$ cat src/rtl/sar_seq_pkg.sv
package sar_seq_pkg;
  typedef enum logic [1:0] {
    MODE_SINGLE   = 2'b00,
    MODE_CONT_LSB = 2'b01,
    MODE_OFF      = 2'b10,
    MODE_CONT_MSB = 2'b11
  } mode_e;

  typedef enum logic [1:0] {
    ST_IDLE = 2'b00,
    ST_RUN  = 2'b01,
    ST_DONE = 2'b10
  } state_e;
endpackage

$ cat src/rtl/sar_seq_ctrl.sv
module sar_seq_ctrl
  import sar_seq_pkg::*;
#(
  parameter int FRAME  = 16,
  parameter int SETTLE = 4,
  parameter int CW     = 2,
  localparam int CYW   = $clog2(FRAME)
) (
  input  logic           clk_i,
  input  logic           rst_ni,
  input  logic           cs_ni,
  input  logic [CW-1:0]  chan_i,
  input  logic [1:0]     mode_i,
  output logic           active_o,
  output logic           running_o,
  output logic           samp_o,
  output logic           trial_o,
  output logic           frame_end_o,
  output logic           lsb_o,
  output logic [CYW-1:0] cyc_o,
  output logic [CW-1:0]  chan_o
);
  state_e         state_q;
  mode_e          mode_q;
  logic [CYW-1:0] cyc_q;
  logic [CW-1:0]  chan_q;

  localparam logic [CYW-1:0] LAST  = CYW'(FRAME - 1);
  localparam logic [CYW-1:0] TRIAL = CYW'(SETTLE);

  always_ff @(posedge clk_i or negedge rst_ni) begin
    if (!rst_ni) begin
      state_q <= ST_IDLE;
      mode_q  <= MODE_SINGLE;
      cyc_q   <= '0;
      chan_q  <= '0;
    end else if (cs_ni) begin
      state_q <= ST_IDLE;
      cyc_q   <= '0;
    end else begin
      unique case (state_q)
        ST_IDLE: begin
          if (mode_e'(mode_i) != MODE_OFF) begin
            state_q <= ST_RUN;
            mode_q  <= mode_e'(mode_i);
            cyc_q   <= '0;
          end
        end
        ST_RUN: begin
          cyc_q <= (cyc_q == LAST) ? '0 : cyc_q + 1'b1;
          // channel captured at the edge closing the strobe cycle
          if (cyc_q == '0) chan_q <= chan_i;
          if (cyc_q == LAST && mode_q == MODE_SINGLE) state_q <= ST_DONE;
        end
        default: state_q <= state_q;
      endcase
    end
  end

  assign active_o    = (state_q != ST_IDLE);
  assign running_o   = (state_q == ST_RUN);
  assign samp_o      = running_o && (cyc_q == '0);
  assign trial_o     = running_o && (cyc_q >= TRIAL);
  assign frame_end_o = running_o && (cyc_q == LAST);
  assign lsb_o       = (mode_q == MODE_CONT_LSB);
  assign cyc_o       = cyc_q;
  assign chan_o      = chan_q;


  samp_one_pulse_chk: assert property (@(posedge clk_i) disable iff (!rst_ni)
    samp_o |=> !samp_o);


  chan_hold_chk: assert property (@(posedge clk_i) disable iff (!rst_ni)
    (chan_q != $past(chan_q)) |-> $past(samp_o));


  single_stops_chk: assert property (@(posedge clk_i) disable iff (!rst_ni)
    (frame_end_o && mode_q == MODE_SINGLE && !cs_ni) |=> !running_o && active_o);
endmodule

$ cat src/rtl/sar_trial_reg.sv
module sar_trial_reg #(
  parameter int NBITS = 12,
  parameter int FRAME = 16,
  localparam int CYW  = $clog2(FRAME),
  localparam int IW   = $clog2(NBITS)
) (
  input  logic             clk_i,
  input  logic             rst_ni,
  input  logic             active_i,
  input  logic             trial_i,
  input  logic             frame_end_i,
  input  logic [CYW-1:0]   cyc_i,
  input  logic             cmp_i,
  output logic [NBITS-1:0] dac_code_o,
  output logic [NBITS-1:0] result_o
);
  logic [NBITS-1:0] sar_q;
  logic [CYW-1:0]   rem;
  logic [IW-1:0]    idx;
  logic [NBITS-1:0] onehot;

  assign rem    = CYW'(FRAME - 1) - cyc_i;
  assign idx    = rem[IW-1:0];
  assign onehot = NBITS'(1) << idx;

  assign dac_code_o = trial_i ? (sar_q | onehot) : '0;
  assign result_o   = sar_q | ((trial_i && cmp_i) ? onehot : '0);

  always_ff @(posedge clk_i or negedge rst_ni) begin
    if (!rst_ni)                       sar_q <= '0;
    else if (!active_i || frame_end_i) sar_q <= '0;
    else if (trial_i && cmp_i)         sar_q <= sar_q | onehot;
  end


  trial_keeps_chk: assert property (@(posedge clk_i) disable iff (!rst_ni)
    (trial_i && !frame_end_i && active_i) |=> ((sar_q & $past(sar_q)) == $past(sar_q)));
endmodule

$ cat src/rtl/sar_ser_out.sv
module sar_ser_out #(
  parameter int NBITS  = 12,
  parameter int SETTLE = 4,
  parameter int FRAME  = 16,
  localparam int CYW   = $clog2(FRAME)
) (
  input  logic             clk_i,
  input  logic             rst_ni,
  input  logic             active_i,
  input  logic             cs_ni,
  input  logic             running_i,
  input  logic             lsb_i,
  input  logic             trial_i,
  input  logic             cmp_i,
  input  logic             frame_end_i,
  input  logic [NBITS-1:0] result_i,
  input  logic [CYW-1:0]   cyc_i,
  output logic             dout_o
);
  localparam logic [CYW-1:0] SH_LO = CYW'(SETTLE - 1);
  localparam logic [CYW-1:0] SH_HI = CYW'(SETTLE + NBITS - 2);

  logic             bit_q, bit_vld_q, have_q, dout_q;
  logic [NBITS-1:0] hold_q;
  logic             shift_win;

  assign shift_win = running_i && have_q && (cyc_i >= SH_LO) && (cyc_i <= SH_HI);

  always_ff @(posedge clk_i or negedge rst_ni) begin
    if (!rst_ni) begin
      bit_q     <= 1'b0;
      bit_vld_q <= 1'b0;
      have_q    <= 1'b0;
      hold_q    <= '0;
      dout_q    <= 1'b0;
    end else if (!active_i || cs_ni) begin
      bit_q     <= 1'b0;
      bit_vld_q <= 1'b0;
      have_q    <= 1'b0;
      hold_q    <= '0;
      dout_q    <= 1'b0;
    end else if (lsb_i) begin
      // previous result leaves LSB first while the next one is being built
      bit_vld_q <= 1'b0;
      if (frame_end_i) begin
        hold_q <= result_i;
        have_q <= 1'b1;
      end else if (shift_win) begin
        hold_q <= hold_q >> 1;
      end
      dout_q <= shift_win & hold_q[0];
    end else begin
      // MSB first: each decision streams out two edges after its trial
      bit_q     <= cmp_i;
      bit_vld_q <= trial_i;
      dout_q    <= bit_vld_q & bit_q;
    end
  end

  assign dout_o = dout_q;
endmodule

$ cat src/rtl/sar_seq_top.sv
module sar_seq_top
  import sar_seq_pkg::*;
#(
  parameter int NBITS  = 12,
  parameter int SETTLE = 4,
  parameter int NCH    = 4,
  localparam int FRAME = SETTLE + NBITS,
  localparam int CYW   = $clog2(FRAME),
  localparam int CW    = $clog2(NCH)
) (
  input  logic             clk_i,
  input  logic             rst_ni,
  input  logic             cs_ni,
  input  logic [CW-1:0]    chan_i,
  input  logic [1:0]       mode_i,
  input  logic             cmp_i,
  output logic [NBITS-1:0] dac_code_o,
  output logic [CW-1:0]    ch_sel_o,
  output logic             samp_o,
  output logic             samp_oe_o,
  output logic             dout_o,
  output logic             dout_oe_o
);
  logic           active, running, trial, frame_end, lsb;
  logic [CYW-1:0] cyc;
  logic [NBITS-1:0] result;

  sar_seq_ctrl #(.FRAME(FRAME), .SETTLE(SETTLE), .CW(CW)) u_ctrl (
    .clk_i, .rst_ni, .cs_ni, .chan_i, .mode_i,
    .active_o(active), .running_o(running), .samp_o(samp_o), .trial_o(trial),
    .frame_end_o(frame_end), .lsb_o(lsb), .cyc_o(cyc), .chan_o(ch_sel_o)
  );

  sar_trial_reg #(.NBITS(NBITS), .FRAME(FRAME)) u_trial (
    .clk_i, .rst_ni, .active_i(active), .trial_i(trial), .frame_end_i(frame_end),
    .cyc_i(cyc), .cmp_i, .dac_code_o(dac_code_o), .result_o(result)
  );

  sar_ser_out #(.NBITS(NBITS), .SETTLE(SETTLE), .FRAME(FRAME)) u_ser (
    .clk_i, .rst_ni, .active_i(active), .cs_ni, .running_i(running), .lsb_i(lsb),
    .trial_i(trial), .cmp_i, .frame_end_i(frame_end), .result_i(result),
    .cyc_i(cyc), .dout_o(dout_o)
  );

  assign samp_oe_o = active;
  assign dout_oe_o = active;


  cs_release_chk: assert property (@(posedge clk_i) disable iff (!rst_ni)
    cs_ni |=> (!dout_oe_o && !samp_oe_o && !dout_o));


  dout_quiet_chk: assert property (@(posedge clk_i) disable iff (!rst_ni)
    !dout_oe_o |-> !dout_o);
endmodule

$ cat config.mk
export PLATFORM = sky130hd
export DESIGN_NAME = sar_seq_top
export DESIGN_NICKNAME = d
export VERILOG_FILES = /design/src/rtl/sar_seq_pkg.sv /design/src/rtl/sar_seq_ctrl.sv /design/src/rtl/sar_trial_reg.sv /design/src/rtl/sar_ser_out.sv /design/src/rtl/sar_seq_top.sv
export SDC_FILE = /design/constraint.sdc
export NUM_CORES = 1
export LEC_CHECK = 0
export BUFFER_PORTS_ARGS = -buffer_cell sky130_fd_sc_hd__buf_2
export CORE_AREA = 8 8 72 74
export DETAILED_ROUTE_END_ITERATION = 10
export DIE_AREA = 0 0 80 82
export HOLD_SLACK_MARGIN = 0.1
export MAX_ROUTING_LAYER = met4
export PLACE_DENSITY = 0.83
export SYNTH_ARGS = -nofsm -noshare
export SYNTH_HDL_FRONTEND = slang
export SYNTH_HIERARCHICAL = 1
export SYNTH_SLANG_ARGS = --single-unit
$ cat constraint.sdc
create_clock -name clk_i -period 5.8 [get_ports clk_i]
set_clock_uncertainty 0.05 [all_clocks]
set_input_delay 1.16 -clock clk_i [delete_from_list [all_inputs] [get_ports clk_i]]
set_output_delay 1.16 -clock clk_i [all_outputs]
set_load 0.005 [all_outputs]
After elaboration in Yosys (flattened, before gate mapping)

Index checks and enable logic that the tools add are counted.

Order comparisons: 3
$add $sub $neg: 2
Mux-type cells: 25
Shift-type cells: 1
Equal/unequal tests: 7
Reduce and logical (&&, ||, !) cells: 26
Bitwise logic cells: 5

Operators with widths:

| operator                                                           | number |
|---|---|
| 2-to-1 mux 12 bit                                                  | 8 |
| bitwise OR 12 bit                                                  | 2 |
| 2-to-1 mux 4 bit                                                   | 3 |
| << shifter 1 x 4 -> 12 bit (first input constant)                  | 1 |
| 2-to-1 mux 1 bit                                                   | 9 |
| AND reduction 3 bit                                                | 3 |
| logical AND 1 bit                                                  | 8 |
| case mux 4 bit (2 select lines)                                    | 1 |
| nonzero test 2 bit                                                 | 4 |
| 2-to-1 mux 2 bit                                                   | 3 |
| AND reduction 2 bit                                                | 3 |
| nonzero test 3 bit                                                 | 2 |
| adder 4 x 1 -> 4 bit (second input constant)                       | 1 |
| == test 2 x 1 -> 1 bit (second input constant)                     | 2 |
| == test 4 bit (second input constant)                              | 1 |
| greater-or-equal comparator 4 x 2 -> 1 bit (second input constant) | 1 |
| greater-or-equal comparator 4 x 3 -> 1 bit (second input constant) | 1 |
| less-or-equal comparator 4 bit (second input constant)             | 1 |
| zero test 2 bit                                                    | 2 |
| zero test 4 bit                                                    | 1 |
| case mux 2 bit (2 select lines)                                    | 1 |
| subtractor 4 bit (first input constant)                            | 1 |
| != test 3 x 2 -> 1 bit (second input constant)                     | 1 |
| != test 3 bit (second input constant)                              | 1 |
| other kinds (6)                                                    | 8 |

Logic and storage cells: 79
Input port bits: 8
Register bits after elaboration: 38
Output and inout bits: 18

Depth between registers and ports, before layout

Gate-level depths: netlist of run 1.

Depth after elaboration: 8
Mapped depth: 8
Depth with buffers taken out: 7

Cells and area by module

Netlist of run 1, hierarchy kept.

Modules (own cells, without submodules):

| module        | sequential area each (um2) | cells each | area each (um2) | instances |
|---|---|---|---|---|
| sar_trial_reg | 300.3                      | 92         | 949.7           | 1 |
| sar_ser_out   | 400.4                      | 77         | 934.6           | 1 |
| sar_seq_ctrl  | 250.2                      | 61         | 578.1           | 1 |
| sar_seq_top   | 0.0                        | 1          | 7.5             | 1 |

Worst setup path before layout of run 1

Ideal clock, no wire load.

Path kind: flip-flop to output port
Start point: register u_ctrl.cyc_q[2] (netlist: u_ctrl/cyc_o[2])
End point: output port dac_code_o[10]
Arrival: 1492 ps
Stages on the path, launching flop included: 6
Data required time: 4590 ps
Path slack: 3098 ps
Path buffers: 2
Cell sequence: dfrtp_1 nor2_1 nor2_1 clkbuf_1 buf_1 o21a_1

Elaborated cells on any way between the ends: 6
Classes of those cells: add/sub: 1; order compare: 1; shift: 1; mux: 1; bitwise: 1; reduce/logical: 1

RTL lines:

| what                                       | line                | RTL |
|---|---|---|
| start, declared                            | sar_seq_ctrl.sv:25  | `logic [CYW-1:0] cyc_q;` |
| start signal, assigned                     | sar_seq_ctrl.sv:50  | `cyc_q <= (cyc_q == LAST) ? '0 : cyc_q + 1'b1;` |
| greater-or-equal comparator 4 x 3 -> 1 bit | sar_seq_ctrl.sv:63  | `assign trial_o = running_o && (cyc_q >= TRIAL);` |
| logical AND 1 bit                          | sar_seq_ctrl.sv:63  |  |
| named net trial                            | sar_seq_top.sv:24   | `logic active, running, trial, frame_end, lsb;` |
| 2-to-1 mux 12 bit                          | sar_trial_reg.sv:26 | `assign dac_code_o = trial_i ? (sar_q \| onehot) : '0;` |
| end, declared                              | sar_seq_top.sv:17   | `output logic [NBITS-1:0] dac_code_o,` |

The timed path passes the listed nets, and every way through them passes these cells.

Final worst setup path of run 1

Start point: register u_ctrl.cyc_q[3] (netlist: u_ctrl/cyc_o[3])
End point: output port dac_code_o[3]

The elaborated chain is that of the path after synthesis.

==> impl_metrics.csv, run 1 <==
group,metric,value,unit
route,drt-vias-per-instance,6.42,
route,drt_pass1_iterations,4,
clocking,clock_tree.buffer_depth,2,
finish,final_area,0.00264,mm2
clocking,cts_made_buffers,5,
synthesis,yosys_warnings,6,
finish,post_route_cells_drive_above_1_share,27.1,%
placement,dp_hpwl,3470,um
placement,numPortBuffers,25,
synthesis,total_nets_after_synthesis,241,
hold_path,timing.hold.worst_path_depth,1,
route,drt.antenna.violating_nets,0,
finish,finish.net_count,256,
timing,rsz0062_at_grt,"false",
setup_path,setup.worst_path.class,"reg -> out",
finish,leading_cell_type_in_the_layout_fill_and_taps_excluded,"dfrtp_1",
pwr,power_density,201,mW/mm2
timing,timing.slew.headroom,22.3,%
clocking,clk_lat_worst_skew,0.30,ns
setup_path,worst-r2r-setup-slack,2.42,ns
pwr,switchingPower,0.138,mW
floorplan,top_level_ports,26,
floorplan,die_x,80,um
route,residual_drc,0,
synthesis,ys_dominant_reg_cell,"dfrtp_1",
pwr,p_int,0.393,mW
timing,final_critical_path_setup_slack,1.93,ns
run_status,run_status,"finished, final reports clean",
route,vias_after_detailed_routing,1921,
hold_path,min-delay-path-class,"reg -> reg",
floorplan,rows,24,
finish,layout_common_cells,"38 x dfrtp_1, 25 x buf_2, 20 x nor2_1, 12 x mux2i_1",
placement,dpl_worst_slack,2.29,ns
global_routing,first_pass_grt_wire_length,8900,um
synthesis,synth_async_sr_flop_share,100,%
pwr,power.switching_fraction,26.1,%
setup_path,critical_path.max_fanout,32,
global_routing,pin_count_of_the_biggest_net_entering_global_routing,40,
setup_path,end_kind,"output pin",
clocking,ctsHtreeMaxLevel,2,
timing,final_min_period_over_clock_period,66.6,%
timing,max_clock_freq,0.259,GHz
timing,setup-tns-final,0,ns
setup_path,worst_path_most_repeated_cell,"nor2_1",
pwr,power_frac_clock,35.4,%
placement,routabilityCongestion,0.828,
flow_run,max-cap-violations,0,
finish,insertedDiodeCount,0,
synthesis,synth_top_area_cell,"dfrtp_1",
setup_path,worst-r2r-cell-count,6,
route,route.final.wire_length,5330,um
floorplan,die_outline_area,0.00656,mm2
synthesis,synth_area,0.00247,mm2
synthesis,synth_largest_type_area_fraction,38.5,%
clocking,clk_pin_slew_worst_paths,0.07,ns
clocking,cts_sinks,38,
setup_path,critical_path_arrival,2.66,ns
timing,hold_violations,0,
floorplan,floorplan.initialDensity,59.6,%
pwr,static_leakage,1.08,nW
setup_path,critical_path.max_stage_delay,0.95,ns
floorplan,dieHeight,82,um
setup_path,required,4.59,ns
pwr,vdd_ir_drop_max,175,uV
synthesis,number_of_synthesized_flops_with_an_enable_pin,0,
pwr,power.share.sequential,52.9,%
placement,place_area,0.00254,mm2
clocking,postCtsResizedCells,0,
global_routing,grt_overflow_total,0,
global_routing,number_of_global_route_vias_before_repair,1823,
route,drtIter0Drc,181,
finish,area_growth_syn_to_layout,6.74,%
global_routing,globalRouteTotalUtil,17.6,%
setup_path,startpoint_type,"flop",
finish,fillerInstances,346,
clocking,cts.hold.buffers_added,0,
route,route.detailed.wl_per_inst,17.8,um
pwr,power.share.combinational,11.7,%
timing,final_period_minus_worst_setup_slack,3.87,ns
timing,slew_viol_final,0,
clocking,post-cts-setup-buffer-count,0,
synthesis,post_synthesis_cell_count,231,
clocking,cts-root-buf,"clkbuf_8",
synthesis,sequential_cell_area_fraction_in_the_yosys_report,38.5,%
setup_path,cp_slowest_cell,"dfrtp_1",
timing,final-setup-viol-count,0,
floorplan,placeableCoreArea,0.00414,mm2
finish,sequential_cell_area,951,um2
clocking,clock_tree_from_tritoncts,"yes",
synthesis,syn_area_per_cell,10.7,um2
global_routing,antenna_found_initial,0,
setup_path,timing.critical_path.cells,"nor2_1, nor2_1, o21a_1, buf_2",
synthesis,netlist-cell-type-count,59,
synthesis,synth_top_cells_by_area,"dfrtp_1 39%, a221oi_2 6.7%, mux2i_1 4.9%",
timing,tightestPinTransition,1.16,ns
finish,multiInputGateArea,0.00135,mm2
synthesis,ys_seq_elements,38,
[synth_stat cells (5+ instances only)]
cell type,count
a221oi_2,11
nand2b_1,5
nand2_1,6
mux2i_1,12
o21bai_1,9
buf_2,7
o2bb2ai_1,10
dfrtp_1,38
o21a_1,11
nor2_1,20
a21oi_1,7
inv_1,8
[layer usage]
metal  GRT usage, %  wire length, um
met1           22.4             2470
met2           27.1             2520
met3           3.28              246
met4           7.27               90
met5              -                0
[critical path: cells and delay by family, from the launching register on]
family / cells / cell delay (ns)
simple gates: 2 / 1.07
flops: 1 / 0.95
buf+inv: 1 / 0.11
compound gates: 1 / 0.23
[registers in the layout (all words and copies together), names as in the netlist]
signal,count
u_ser/bit_vld_q,1
u_ser/bit_q,1
u_ctrl/chan_o,2
u_ctrl/state_q,2
u_trial/sar_q,12
u_ser/have_q,1
u_ser/hold_q,12
u_ctrl/cyc_o,4
u_ser/dout_o,1
u_ctrl/mode_q,2
[cell families (layout without fill, tap and decap cells)]
| logic type | Yosys count | after routing | synth area share (%) |
|---|---|---|---|
| and+or+nand+nor | 80 | 80 | 22.8 |
| AOI/OAI and AO/OA | 68 | 68 | 25.1 |
| DFF | 38 | 38 | 38.5 |
| buffers and inverters | 29 | 45 | 6.79 |
| muxes | 14 | 14 | 5.78 |
| adders and majority gates | 2 | 2 | 1.01 |
[power by group through the flow]
stage	logic (mW)	clock network (mW)	registers (mW)
2_1_floorplan	0.0421	0	0.286
4_1_cts	0.0625	0.192	0.281
3_3_place_gp	0.0612	0	0.286
5_1_grt	0.0686	0.203	0.282
3_5_place_dp	0.0624	0	0.286
6_report	0.0619	0.188	0.281
[layout make-up]
cell class,instances,area share (%)
clock buffers,7,3.27
repair buffers,27,5.32
clock inverters,1,0.190
inverters,10,1.42
multi-input cells,164,51.3
flip-flops and latches,38,36.1
well taps,52,2.47
[per-stage QoR]
step | utilization (%) | total power [mW] | instances | hold slack [ns]
global placement | 61.4 | 0.347 | 291 | 0.435
global route | 63.6 | 0.554 | 299 | 0.483
CTS | 63.6 | 0.536 | 299 | 0.469
floorplan | - | 0.328 | 231 | 0.423
finish | 63.6 | 0.531 | 299 | 0.467
detailed placement | 61.4 | 0.348 | 291 | 0.442
[path summary, 6_finish.rpt]
check	startpoint	endpoint
setup / recovery	u_ctrl/cyc_o[3]$_DFFE_PN0P_	dac_code_o[3]
hold / removal	u_ctrl/chan_o[0]$_DFFE_PN0P_	u_ctrl/chan_o[0]$_DFFE_PN0P_
setup reg to reg	u_ctrl/cyc_o[3]$_DFFE_PN0P_	u_ser/hold_q[9]$_DFFE_PN0P_
hold reg to reg	u_ctrl/chan_o[0]$_DFFE_PN0P_	u_ctrl/chan_o[0]$_DFFE_PN0P_
max in group asynchronous	rst_ni	u_ser/bit_vld_q$_DFF_PN0_
min in group asynchronous	rst_ni	u_trial/sar_q[2]$_DFFE_PN0P_
No activity file was read; power rests on OpenSTA's default activity.
==> inputs of run 2 (changes only) <==
Settings changed: CORE_AREA 8 8 72 74 to 8 8 74 76, DIE_AREA 0 0 80 82 to 0 0 82 84, PLACE_DENSITY 0.83 to 0.78.
Clock period 5.8 ns to 3.7 ns, I/O delays scaled along.
==> impl_metrics.csv, run 2 (synthesis results as in run 1) <==
group,metric,value,unit
setup_path,r2r_end,"u_ser/hold_q[9]$_DFFE_PN0P_",
clocking,clk_lat_worst_skew,0.30,ns
clocking,cts_made_buffers,5,
floorplan,dieHeight,84,um
route,vias_after_detailed_routing,1940,
route,residual_drc,0,
pwr,power.share.sequential,50.4,%
clocking,cts_sinks,38,
clocking,clk_pin_slew_worst_paths,0.07,ns
placement,dpl_worst_slack,1.19,ns
route,drt_pass1_iterations,4,
hold_path,min-delay-path-class,"reg -> reg",
global_routing,first_pass_grt_wire_length,9510,um
placement,routabilityCongestion,0.813,
hold_path,worstHoldStart,"u_ctrl/chan_o[0]$_DFFE_PN0P_",
hold_path,min_to,"u_ctrl/chan_o[0]$_DFFE_PN0P_",
floorplan,floorplan.initialDensity,57.9,%
route,route.detailed.wl_per_inst,18.7,um
pwr,p_int,0.654,mW
clocking,cts-root-buf,"clkbuf_8",
run_status,run_status,"finished, final reports clean",
pwr,power.share.combinational,11.2,%
timing,timing.slew.headroom,21.6,%
flow_run,max-cap-violations,0,
setup_path,worst-r2r-cell-count,7,
placement,numPortBuffers,25,
floorplan,placeableCoreArea,0.00426,mm2
clocking,cts.hold.buffers_added,0,
finish,leading_cell_type_in_the_layout_fill_and_taps_excluded,"dfrtp_1",
route,route.final.wire_length,5650,um
finish,finish.net_count,259,
clocking,postCtsResizedCells,0,
route,drtIter0Drc,163,
hold_path,timing.hold.worst_path_depth,1,
route,drt-vias-per-instance,6.42,
pwr,power.switching_fraction,25.2,%
global_routing,pin_count_of_the_biggest_net_entering_global_routing,39,
finish,insertedDiodeCount,0,
pwr,power_density,326,mW/mm2
finish,postLayoutCoreUtil,62.8,%
pwr,static_leakage,1.11,nW
pwr,switchingPower,0.220,mW
setup_path,critical_path.max_fanout,26,
floorplan,die_x,82,um
finish,area_growth_syn_to_layout,8.41,%
setup_path,end_kind,"output pin",
placement,dp_hpwl,3760,um
timing,final_period_minus_worst_setup_slack,2.75,ns
global_routing,grt_overflow_total,0,
clocking,clock_tree.buffer_depth,2,
timing,setup-tns-final,0,ns
floorplan,top_level_ports,26,
floorplan,rows,24,
setup_path,startpoint_type,"flop",
setup_path,required,2.91,ns
timing,rsz0062_at_grt,"false",
pwr,power_frac_clock,38.3,%
clocking,post-cts-setup-buffer-count,0,
setup_path,critical_path_arrival,1.96,ns
setup_path,regToRegStartpoint,"u_ctrl/cyc_o[2]$_DFFE_PN0P_",
route,drt.antenna.violating_nets,0,
setup_path,worst-r2r-setup-slack,1.15,ns
timing,max_clock_freq,0.364,GHz
timing,slew_viol_final,0,
finish,layout_common_cells,"38 x dfrtp_1, 25 x buf_2, 20 x nor2_1, 12 x mux2i_1",
clocking,ctsHtreeMaxLevel,2,
setup_path,setup.worst_path.class,"reg -> out",
timing,hold_violations,0,
timing,final-setup-viol-count,0,
global_routing,number_of_global_route_vias_before_repair,1919,
floorplan,die_outline_area,0.00689,mm2
finish,post_route_cells_drive_above_1_share,28.4,%
clocking,clock_tree_from_tritoncts,"yes",
timing,final_min_period_over_clock_period,74.3,%
global_routing,globalRouteTotalUtil,17.8,%
pwr,vdd_ir_drop_max,201,uV
global_routing,antenna_found_initial,0,
timing,tightestPinTransition,1.17,ns
timing,final_critical_path_setup_slack,0.953,ns
==> run 2: changes by cell type in the layout (fill, tap and decap cells not counted), sizes merged <==
cell    delta
buf        +3
clkbuf     +1
clkinv     -1
==> run 2: layout make-up <==
| cell class | instances | area, um2 |
|---|---|---|
| clock buffer | 8 | 110 |
| multi-input combinational | 164 | 1350 |
| timing repair buffer | 30 | 163 |
| fill | 353 | 1590 |
| sequential | 38 | 951 |
| tap | 52 | 65.1 |
| inverter | 10 | 37.5 |
==> run 2: power by group through the flow <==
stage                     Combinational, mW  Clock, mW  Sequential (mW)
after global routing                  0.109      0.360            0.443
after floorplan                      0.0661          0            0.448
after global placement               0.0971          0            0.448
after CTS                            0.0991      0.342            0.440
after detailed placement             0.0985          0            0.449
final                                0.0982      0.335            0.441
==> run 2: critical path, cell delays in order, from the launching register on <==
cell     delay [ns]
dfrtp_1        0.85
nor2_1         0.18
nor2_1         0.13
buf_4          0.23
nor2b_1        0.15
buf_2          0.12
==> run 2: how the worst max path moves through the flow <==
| stage | from | endpoint | slack [ns] | depth (start not counted) |
|---|---|---|---|---|
| 6_report | u_ctrl/cyc_o[2]$_DFFE_PN0P_ | dac_code_o[0] | 0.95 | 5 |
| 4_1_cts | u_ctrl/cyc_o[2]$_DFFE_PN0P_ | dac_code_o[0] | 0.95 | 5 |
| 5_1_grt | u_ctrl/cyc_o[2]$_DFFE_PN0P_ | dac_code_o[11] | 0.72 | 5 |
| 3_3_place_gp | u_ctrl/cyc_o[2]$_DFFE_PN0P_ | u_ser/hold_q[9]$_DFFE_PN0P_ | 1.24 | 7 |
| 2_1_floorplan | u_ctrl/cyc_o[2]$_DFFE_PN0P_ | dac_code_o[10] | 1.42 | 5 |
| 3_5_place_dp | u_ctrl/cyc_o[2]$_DFFE_PN0P_ | u_ser/hold_q[9]$_DFFE_PN0P_ | 1.19 | 7 |
==> run 2: metrics by stage <==
| step | total power [mW] | instances | hold WS (ns) | area, um2 |
|---|---|---|---|---|
| floorplan | 0.514 | 231 | 0.394 | 2470 |
| global placement | 0.545 | 294 | 0.434 | 2570 |
| finish | 0.874 | 302 | 0.459 | 2680 |
| CTS | 0.881 | 302 | 0.463 | 2680 |
| global route | 0.912 | 302 | 0.483 | 2680 |
| detailed placement | 0.547 | 294 | 0.446 | 2570 |
==> run 2: metal layers <==
layer	up-vias	global-route usage, %	share of wire, %
met4	0	7.51	2.2
met5	-	-	0
met2	51	25.1	47
met3	13	3.88	4.2
met1	965	23.7	47
li1	911	-	-
